**src/rtl/mcdp_pkg.sv**
```systemverilog
package mcdp_pkg;
  typedef enum logic [2:0] {
    FN_ADD,
    FN_SUB,
    FN_AND,
    FN_OR,
    FN_SLT
  } alu_fn_e;

  localparam logic [1:0] MODE_ADD   = 2'b00;
  localparam logic [1:0] MODE_SUB   = 2'b01;
  localparam logic [1:0] MODE_OR    = 2'b10;
  localparam logic [1:0] MODE_FIELD = 2'b11;

  localparam logic [5:0] FC_ADD = 6'h20;
  localparam logic [5:0] FC_SUB = 6'h22;
  localparam logic [5:0] FC_AND = 6'h24;
  localparam logic [5:0] FC_OR  = 6'h25;
  localparam logic [5:0] FC_SLT = 6'h2A;

  localparam logic [1:0] SRCB_FOUR = 2'b00;
  localparam logic [1:0] SRCB_REG  = 2'b01;
  localparam logic [1:0] SRCB_BOFS = 2'b10;
  localparam logic [1:0] SRCB_IMM  = 2'b11;

  localparam int REG_AW = 5;
  localparam int IMM_W  = 16;
endpackage

```
**src/rtl/mcdp_regfile.sv**
```systemverilog
module mcdp_regfile #(
  parameter int W  = 32,
  parameter int AW = 5
) (
  input  logic          clk,
  input  logic          we,
  input  logic [AW-1:0] wa,
  input  logic [W-1:0]  wd,
  input  logic [AW-1:0] ra,
  input  logic [AW-1:0] rb,
  output logic [W-1:0]  da,
  output logic [W-1:0]  db
);
  localparam int DEPTH = 1 << AW;

  logic [W-1:0] store [DEPTH];

  always_ff @(posedge clk) begin
    if (we && (wa != '0)) store[wa] <= wd;
  end

  assign da = (ra == '0) ? '0 : store[ra];
  assign db = (rb == '0) ? '0 : store[rb];
endmodule

```
**src/rtl/mcdp_immgen.sv**
```systemverilog
module mcdp_immgen #(
  parameter int W  = 32,
  parameter int IW = 16
) (
  input  logic [IW-1:0] imm,
  input  logic          ext_sign,
  output logic [W-1:0]  ext,
  output logic [W-1:0]  ofs_x4
);
  localparam int PAD = W - IW;

  logic [W-1:0] sext;

  assign sext   = {{PAD{imm[IW-1]}}, imm};
  assign ext    = ext_sign ? sext : {{PAD{1'b0}}, imm};
  assign ofs_x4 = {sext[W-3:0], 2'b00};
endmodule

```
**src/rtl/mcdp_alu.sv**
```systemverilog
module mcdp_alu
  import mcdp_pkg::*;
#(
  parameter int W = 32
) (
  input  logic [1:0]   mode,
  input  logic [5:0]   fcode,
  input  logic [W-1:0] a,
  input  logic [W-1:0] b,
  output logic [W-1:0] y,
  output logic         zero
);
  alu_fn_e fn;

  always_comb begin
    unique case (mode)
      MODE_ADD: fn = FN_ADD;
      MODE_SUB: fn = FN_SUB;
      MODE_OR:  fn = FN_OR;
      default: begin
        case (fcode)
          FC_SUB:  fn = FN_SUB;
          FC_AND:  fn = FN_AND;
          FC_OR:   fn = FN_OR;
          FC_SLT:  fn = FN_SLT;
          default: fn = FN_ADD;
        endcase
      end
    endcase
  end

  always_comb begin
    case (fn)
      FN_SUB:  y = a - b;
      FN_AND:  y = a & b;
      FN_OR:   y = a | b;
      FN_SLT:  y = {{(W-1){1'b0}}, ($signed(a) < $signed(b))};
      default: y = a + b;
    endcase
  end

  assign zero = (y == '0);
endmodule

```
**src/rtl/mc_datapath.sv**
```systemverilog
module mc_datapath
  import mcdp_pkg::*;
#(
  parameter int XLEN = 32
) (
  input  logic            clk,
  input  logic            rst,
  input  logic            pc_we,
  input  logic            pc_we_cond,
  input  logic            pc_src,
  input  logic            addr_sel,
  input  logic            ir_we,
  input  logic            tgt_we,
  input  logic            ext_sign,
  input  logic            srca_sel,
  input  logic [1:0]      srcb_sel,
  input  logic [1:0]      alu_mode,
  input  logic            rf_we,
  input  logic            rf_dst_rd,
  input  logic            rf_from_mem,
  input  logic [XLEN-1:0] mem_rdata,
  output logic [XLEN-1:0] mem_addr,
  output logic [XLEN-1:0] mem_wdata,
  output logic [5:0]      opcode,
  output logic [5:0]      funct,
  output logic            zero
);
  localparam logic [XLEN-1:0] STEP = XLEN'(4);

  logic [XLEN-1:0] pc_q, ir_q, tgt_q, opa_q, opb_q, res_q;
  logic [XLEN-1:0] rf_a, rf_b, imm_ext, imm_ofs;
  logic [XLEN-1:0] alu_a, alu_b, alu_y, wr_data;
  logic [REG_AW-1:0] rs_f, rt_f, rd_f, wr_addr;
  logic            pc_load;

  assign rs_f = ir_q[25:21];
  assign rt_f = ir_q[20:16];
  assign rd_f = ir_q[15:11];

  // instruction register and program counter
  always_ff @(posedge clk) begin
    if (rst) begin
      pc_q <= '0;
      ir_q <= '0;
    end else begin
      if (ir_we) ir_q <= mem_rdata;
      if (pc_load) pc_q <= pc_src ? tgt_q : alu_y;
    end
  end

  assign pc_load = pc_we | (pc_we_cond & zero);

  // branch target and per-cycle holding registers
  always_ff @(posedge clk) begin
    if (tgt_we) tgt_q <= alu_y;
    opa_q <= rf_a;
    opb_q <= rf_b;
    res_q <= alu_y;
  end

  assign wr_addr = rf_dst_rd ? rd_f : rt_f;
  assign wr_data = rf_from_mem ? mem_rdata : res_q;

  mcdp_regfile #(.W(XLEN), .AW(REG_AW)) u_rf (
    .clk (clk),
    .we  (rf_we),
    .wa  (wr_addr),
    .wd  (wr_data),
    .ra  (rs_f),
    .rb  (rt_f),
    .da  (rf_a),
    .db  (rf_b)
  );

  mcdp_immgen #(.W(XLEN), .IW(IMM_W)) u_imm (
    .imm      (ir_q[IMM_W-1:0]),
    .ext_sign (ext_sign),
    .ext      (imm_ext),
    .ofs_x4   (imm_ofs)
  );

  assign alu_a = srca_sel ? opa_q : pc_q;

  always_comb begin
    case (srcb_sel)
      SRCB_FOUR: alu_b = STEP;
      SRCB_REG:  alu_b = opb_q;
      SRCB_BOFS: alu_b = imm_ofs;
      default:   alu_b = imm_ext;
    endcase
  end

  mcdp_alu #(.W(XLEN)) u_alu (
    .mode  (alu_mode),
    .fcode (ir_q[5:0]),
    .a     (alu_a),
    .b     (alu_b),
    .y     (alu_y),
    .zero  (zero)
  );

  assign mem_addr  = addr_sel ? res_q : pc_q;
  assign mem_wdata = opb_q;
  assign opcode    = ir_q[31:26];
  assign funct     = ir_q[5:0];


  reset_clear_chk: assert property (@(posedge clk)
    rst |=> (pc_q == '0 && ir_q == '0));


  ir_hold_chk: assert property (@(posedge clk) disable iff (rst)
    !ir_we |=> $stable(ir_q));


  tgt_hold_chk: assert property (@(posedge clk) disable iff (rst)
    !tgt_we |=> $stable(tgt_q));


  pc_hold_chk: assert property (@(posedge clk) disable iff (rst)
    (!pc_we && !(pc_we_cond && zero)) |=> $stable(pc_q));


  pc_branch_chk: assert property (@(posedge clk) disable iff (rst)
    (pc_we_cond && zero && pc_src) |=> (pc_q == $past(tgt_q)));


  res_follow_chk: assert property (@(posedge clk) disable iff (rst)
    1'b1 |=> (res_q == $past(alu_y)));
endmodule

```
**config.mk**
```make
export PLATFORM = sky130hd
export DESIGN_NAME = mc_datapath
export DESIGN_NICKNAME = d
export VERILOG_FILES = /design/src/rtl/mcdp_pkg.sv /design/src/rtl/mcdp_regfile.sv /design/src/rtl/mcdp_immgen.sv /design/src/rtl/mcdp_alu.sv /design/src/rtl/mc_datapath.sv
export SDC_FILE = /design/constraint.sdc
export NUM_CORES = 2
export LEC_CHECK = 0
export BUFFER_PORTS_ARGS = -buffer_cell sky130_fd_sc_hd__buf_2
export CAP_MARGIN = 5
export CORE_MARGIN = 2
export CORE_UTILIZATION = 60
export CTS_CLUSTER_SIZE = 10
export DETAILED_ROUTE_END_ITERATION = 12
export PLACE_DENSITY_LB_ADDON = 0.08
export SYNTH_ARGS = -nofsm -noshare
export SYNTH_HDL_FRONTEND = slang
export SYNTH_SLANG_ARGS = --single-unit
export TNS_END_PERCENT = 30
```
**constraint.sdc**
```tcl
create_clock -name clk -period 12.6 [get_ports clk]
set_input_delay 0.63 -clock clk [delete_from_list [all_inputs] [get_ports clk]]
set_output_delay 0.63 -clock clk [all_outputs]
set_load 0.05 [all_outputs]
```
# ---- Word level (Yosys, flattened, before mapping)
# Memory sizes are Yosys's and may differ from the RTL's. A register that Yosys moved wholly into a read port is not among the register bits.
# Index checks and enable logic that the tools add are counted.
dict set report totals {
  regBits 128
  mem_bits_rw 1024
  out_inout_bits 77
  word_cells 43
  mem_count 1
}
# memory words width read_ports rd_ports_with_merged_regs write_ports line
set memory_table {}
lappend memory_table {u_rf.store 32 32 2 2 1 mcdp_regfile.sv:16} ;# logic [W-1:0] store [DEPTH];
dict set report classes {
  n_addsub 2
  n_lt_le_gt_ge 1
  n_eq_ne 12
  n_mux 12
  bitwise_logic 4
  n_reduce_logical 7
}
# operator count
set op_table {}
lappend op_table {{$mux 32} 5}
lappend op_table {{$pmux 32 s4} 1}
lappend op_table {{$pmux 32 s3} 1}
lappend op_table {{$add 32x32->32} 1}
lappend op_table {{$and 32x32->32} 1}
lappend op_table {{$logic_not 32->1} 1}
lappend op_table {{$lt 32x32->1} 1}
lappend op_table {{$or 32x32->32} 1}
lappend op_table {{$sub 32x32->32} 1}
lappend op_table {{$eq 6x6->1 const B} 4}
lappend op_table {{$pmux 3 s4} 1}
lappend op_table {{$logic_not 5->1} 2}
lappend op_table {{$pmux 3 s3} 1}
lappend op_table {{$eq 3x2->1 const B} 2}
lappend op_table {{$mux 5} 1}
lappend op_table {{$reduce_bool 5->1} 1}
lappend op_table {{$eq 2x1->1 const B} 2}
lappend op_table {{$eq 2x2->1 const B} 2}
lappend op_table {{$logic_not 2->1} 2}
lappend op_table {{$eq 3x1->1 const B} 1}
lappend op_table {{$eq 3x3->1 const B} 1}
lappend op_table {{$mux 1} 2}
lappend op_table {{$and 1x1->1} 1}
lappend op_table {{$logic_and 1x1->1} 1}
lappend op_table {{$or 1x1->1} 1}

# ---- Logic depth before layout (Yosys ltp)
dict set report logic_depth {
  word_depth 8
  ltp_mapped 19
}

# ---- Cells and area by module
# From an unflattened synthesis, not the netlist that was laid out.
dict set report hier_totals {
  cells_unflattened 4012
  area_unflattened_um2 61744.2
}
# module instances cells_per_inst area_each_um2 seq_area_each_um2
set by_module_without_submodules {}
lappend by_module_without_submodules {mcdp_regfile 1 2564 47929.7 30749.5}
lappend by_module_without_submodules {mc_datapath 1 582 7911.3 4164.0}
lappend by_module_without_submodules {mcdp_alu 1 801 5420.2 0.0}
lappend by_module_without_submodules {mcdp_immgen 1 65 483.0 0.0}

# ---- Worst setup path after synthesis
# No wires, ideal clock.
dict set report synth_path {
  path_type {input-to-output}
  from {input port srca_sel}
  to {output port zero}
  arrival_ns 4.439
  slack_ns 7.531
  path_stages 14
  path_buffers 2
  cell_sequence {clkbuf_1 clkbuf_1 mux2_2 ha_1 nor4_2 nand3_1 a211oi_1 nor3_1 a221oi_1 o22ai_1 nor3_1 nand4_1 nor4_4 and3_1}
}
dict set report synth_via {
  elab_chain_cells 4
  elab_cells_between_ends 8
}
# item line
set synth_lines {}
lappend synth_lines {{from (decl)} mc_datapath.sv:15} ;# input logic srca_sel,
lappend synth_lines {{$mux 32 *} mc_datapath.sv:82} ;# assign alu_a = srca_sel ? opa_q : pc_q;
lappend synth_lines {{$add 32x32->32 (tied with other cells)} mcdp_alu.sv:38} ;# default: y = a + b;
lappend synth_lines {{$pmux 32 s4 *} mcdp_alu.sv:33} ;# case (fn)
lappend synth_lines {{via alu_y[14]} mc_datapath.sv:32} ;# logic [XLEN-1:0] alu_a, alu_b, alu_y, wr_data;
lappend synth_lines {{$logic_not 32->1 *} mcdp_alu.sv:42} ;# assign zero = (y == '0);
lappend synth_lines {{to (decl)} mc_datapath.sv:26} ;# output logic zero
# The timed path passes the listed nets; every way through them passes the cells marked *.

# ---- Worst setup path after layout
dict set report layout_path {
  from {input port srcb_sel[0]}
  to {output port zero}
}
dict set report layout_via {
  elab_chain_cells 5
  elab_cells_between_ends 11
}
# item line
set layout_lines {}
lappend layout_lines {{from (decl)} mc_datapath.sv:16} ;# input logic [1:0] srcb_sel,
lappend layout_lines {{$eq 2x2->1 (tied with other cells)} mc_datapath.sv:85} ;# case (srcb_sel)
lappend layout_lines {{$pmux 32 s3 *} mc_datapath.sv:85}
lappend layout_lines {{$add 32x32->32 (tied with other cells)} mcdp_alu.sv:38}
lappend layout_lines {{$pmux 32 s4 *} mcdp_alu.sv:33}
lappend layout_lines {{via alu_y[23]} mc_datapath.sv:32}
lappend layout_lines {{$logic_not 32->1 *} mcdp_alu.sv:42}
# Marks and branches as above.

==> flow_summary.toml <==
[global_route]
globalRoute.totalOverflow = 0
antenna_found_initial = 11
grt_util_met1 = 0.521
busiest_layer = "met2"
grt_max_degree = 98
grt_pass1_vias = 39365
grt_usage = 0.386
use_met3 = 0.0967
use_met2 = 0.599
grt_pass1_wl_mm = 281

[clock_network]
htree_levels = 4
cts_resized = 0
root_buffer = "clkbuf_16"
path_clk_slew_ns = 0.06
clockBufferDepth = 3
postCtsSetupRepairBufs = 0
numCtsBuffers = 142
tritoncts = "yes"
cts_sinks = 1216
hold_buffers = 0
insertion_delay_ns = 0.77

[synth]
synth_area_per_cell_sq_um = 15.8
synth_flop_cell = "edfxtp_1"
ys_seq_area_frac = 0.578
yosys_warnings = 0
synthArstFlopShare = 0
synth_top_cell_area_share = 0.525
syn-cell-area_sq_um = 60400
postSynthCellCount = 3813
post_synth_num_cell_types = 89
synth_seq_cells = 1216
yosys.area.top_type = "edfxtp_1"
synth_enable_flop_cells = 1056
synth_area_leaders = "edfxtp_1 (53%), mux4_2 (19%), dfxtp_1 (5.3%), mux2i_1 (3.6%), mux2_2 (3.2%)"

[critical_path]
cp-end-kind = "output port"
crit_type = "input port to output port"
rr_worst_depth = 16
timing.rr.end = "pc_q[7]$_SDFFE_PP0P_"
crit_arrival_ns = 5.81
setup.worst_path.start_class = "input port"
rrSetupSlack_ns = 6.61
critPathMaxFanout = 25
required_ns = 11.97
reg2reg_from = "ir_q[12]$_SDFFE_PP0P_"

[min_path]
min_to = "ir_q[31]$_SDFFE_PP0P_"
hold_path_depth = 3
hp-start = "mem_rdata[31]"
hp-class = "input port to register"

[run_status]
outcome = "complete, no violations"

[sta]
worstMarginPinSlew_ns = 1.20
slew_headroom = 0.195
fin_setup_tns_ns = 0
min_period_ns = 6.44
fin_crit_sh = 0.511
skew_ns = 0.0688
fmax_mhz = 155
slew_violations = 0
hold_viol = 0
setup_viol = 0
rsz0062_at_grt = "no"

[die]
row_count = 116
core-area_sq_um = 100000
die_area_sq_um = 103000
die_w_um = 321
die_h_um = 321
io_pins = 126
initial_core_util = 0.604

[power_and_ir_drop]
p_per_area_nw_per_um2 = 164
ir_worst_vdd_v = 0.000172
leakage_nw = 21.8

[cells_and_area]
nets = 4046
postLayoutCellArea_sq_um = 66700
drive_gt1_frac = 0.282
syn_to_final_growth_pct = 10.4
final_core_util = 0.667

[drt]
ant_nets = 0
num_vias = 39185
drt_first_pass_iters = 6
routed_via_density = 7.44
post_drt_wl_per_cell_um = 37.4
drcViolationCount = 0
routed_wl_mm = 197
drtIter0Drc = 5913

[placement]
placed_area_sq_um = 62600
io_buffers = 125
gp_congestion = 0.978
dpl.hpwl_mm = 122

[job]
drv_cap = 0
-- state kept, by name, indices dropped and copies added, names as in the netlist --
| name | flops |
|---|---|
| pc_q | 32 |
| u_rf.store | 1024 |
| ir_q | 32 |
| tgt_q | 32 |
| mem_wdata | 32 |
| res_q | 32 |
| opa_q | 32 |
-- cells by family (layout without fill, tap and decap cells) --
logic type,Yosys count,count (layout),synth area share
fa+ha+maj,100,100,0.0210
other cells,1,35,0.0000621
compound gates,618,618,0.0718
simple gates,572,572,0.0454
mux,891,891,0.255
xor+xnor,15,15,0.00218
buf+inv,400,525,0.0267
flops,1216,1216,0.578
-- per-layer routing --
metal / wire length (um) / share of wire / vias to the layer above
met5: 57 / 0.00029 / -
met4: 9610 / 0.049 / 8
met3: 24200 / 0.12 / 564
met2: 91900 / 0.47 / 2861
met1: 71300 / 0.36 / 20117
li1: - / - / 15635
-- final cells by class --
| class | count | area, sq um |
|---|---|---|
| flip-flops and latches | 1216 | 34900 |
| well taps | 1298 | 1620 |
| diodes | 3 | 7.51 |
| repair buffers | 205 | 1290 |
| inverters | 104 | 390 |
| fillers | 6674 | 33300 |
| multi-input cells | 2228 | 24300 |
| clock buffers | 199 | 3840 |
| clock inverters | 17 | 273 |
-- power by group --
part | leakage (nW) | internal, mW | switching (mW) | total (mW)
sequential | 10.9 | 4.80 | 0.182 | 4.99
clock | 1.97 | 2.12 | 1.60 | 3.72
combinational | 8.86 | 0.695 | 1.54 | 2.24
total | 21.8 | 7.62 | 3.33 | 10.9
-- through the flow --
stage               power, mW  std cells  setup WS, ns  hold WS, ns
global route             11.2       5268          5.92        0.156
floorplan                6.41       3844          7.53        0.446
CTS                      10.9       5267          6.15       0.0984
finish                   10.9       5270          6.16        0.122
global placement         7.20       5051          6.02        0.456
detailed placement       7.23       5051          5.97        0.463
-- cells in the mapped netlist, drive strengths merged, types with 15 or more instances --
cell type	number
a211oi	32
or3	15
a31oi	15
mux4	500
mux2	171
a21o	31
nand4	16
nand3	19
edfxtp	1056
o21ai	72
mux2i	220
nand2	128
o22ai	61
nor2	220
clkbuf	177
o211ai	49
dfxtp	160
a221oi	51
nor2b	22
ha	98
nor3	38
a22o	24
a21oi	130
o221ai	37
nand2b	47
nor4	20
inv	104
buf	119
-- worst max-delay path by stage --
stage                               from                    to  slack (ns)  depth (start not counted)
finish                       srcb_sel[0]                  zero        6.16                         16
global route                 srcb_sel[0]                  zero        5.92                         16
detailed placement           srcb_sel[0]  pc_q[7]$_SDFFE_PP0P_        5.97                         17
floorplan                       srca_sel                  zero        7.53                         14
CTS                 ir_q[0]$_SDFFE_PP0P_                  zero        6.15                         16
global placement             srcb_sel[0]  pc_q[7]$_SDFFE_PP0P_        6.02                         17
-- worst max-delay path, cell delays in order --
cell and delay, ns:
buf_2 0.38, nor2b_2 0.32, buf_4 0.37, a22o_1 0.27
ha_1 0.41, nor4_1 0.79, o311ai_0 0.27, a21oi_1 0.29
a21oi_1 0.15, a31oi_1 0.32, xor2_1 0.17, o221ai_1 0.31
nand2b_1 0.31, nor4_2 0.30, and3_1 0.23, buf_2 0.26
-- layout by cell type, fill, tap and decap left out, types with 32 or more instances in the layout --
cell,instances
o21ai_0,68
nor3_1,36
buf_4,75
o211ai_1,49
a21oi_1,128
conb_1,32
nand2b_1,47
o221ai_1,37
nor2_1,188
dfxtp_1,150
buf_2,125
mux2i_1,220
o22ai_1,61
clkbuf_16,144
mux4_2,500
clkbuf_1,52
mux2_2,170
a221oi_1,51
nand2_1,126
ha_1,98
inv_1,103
edfxtp_1,1056
No activity file was read; power rests on OpenSTA's default activity.
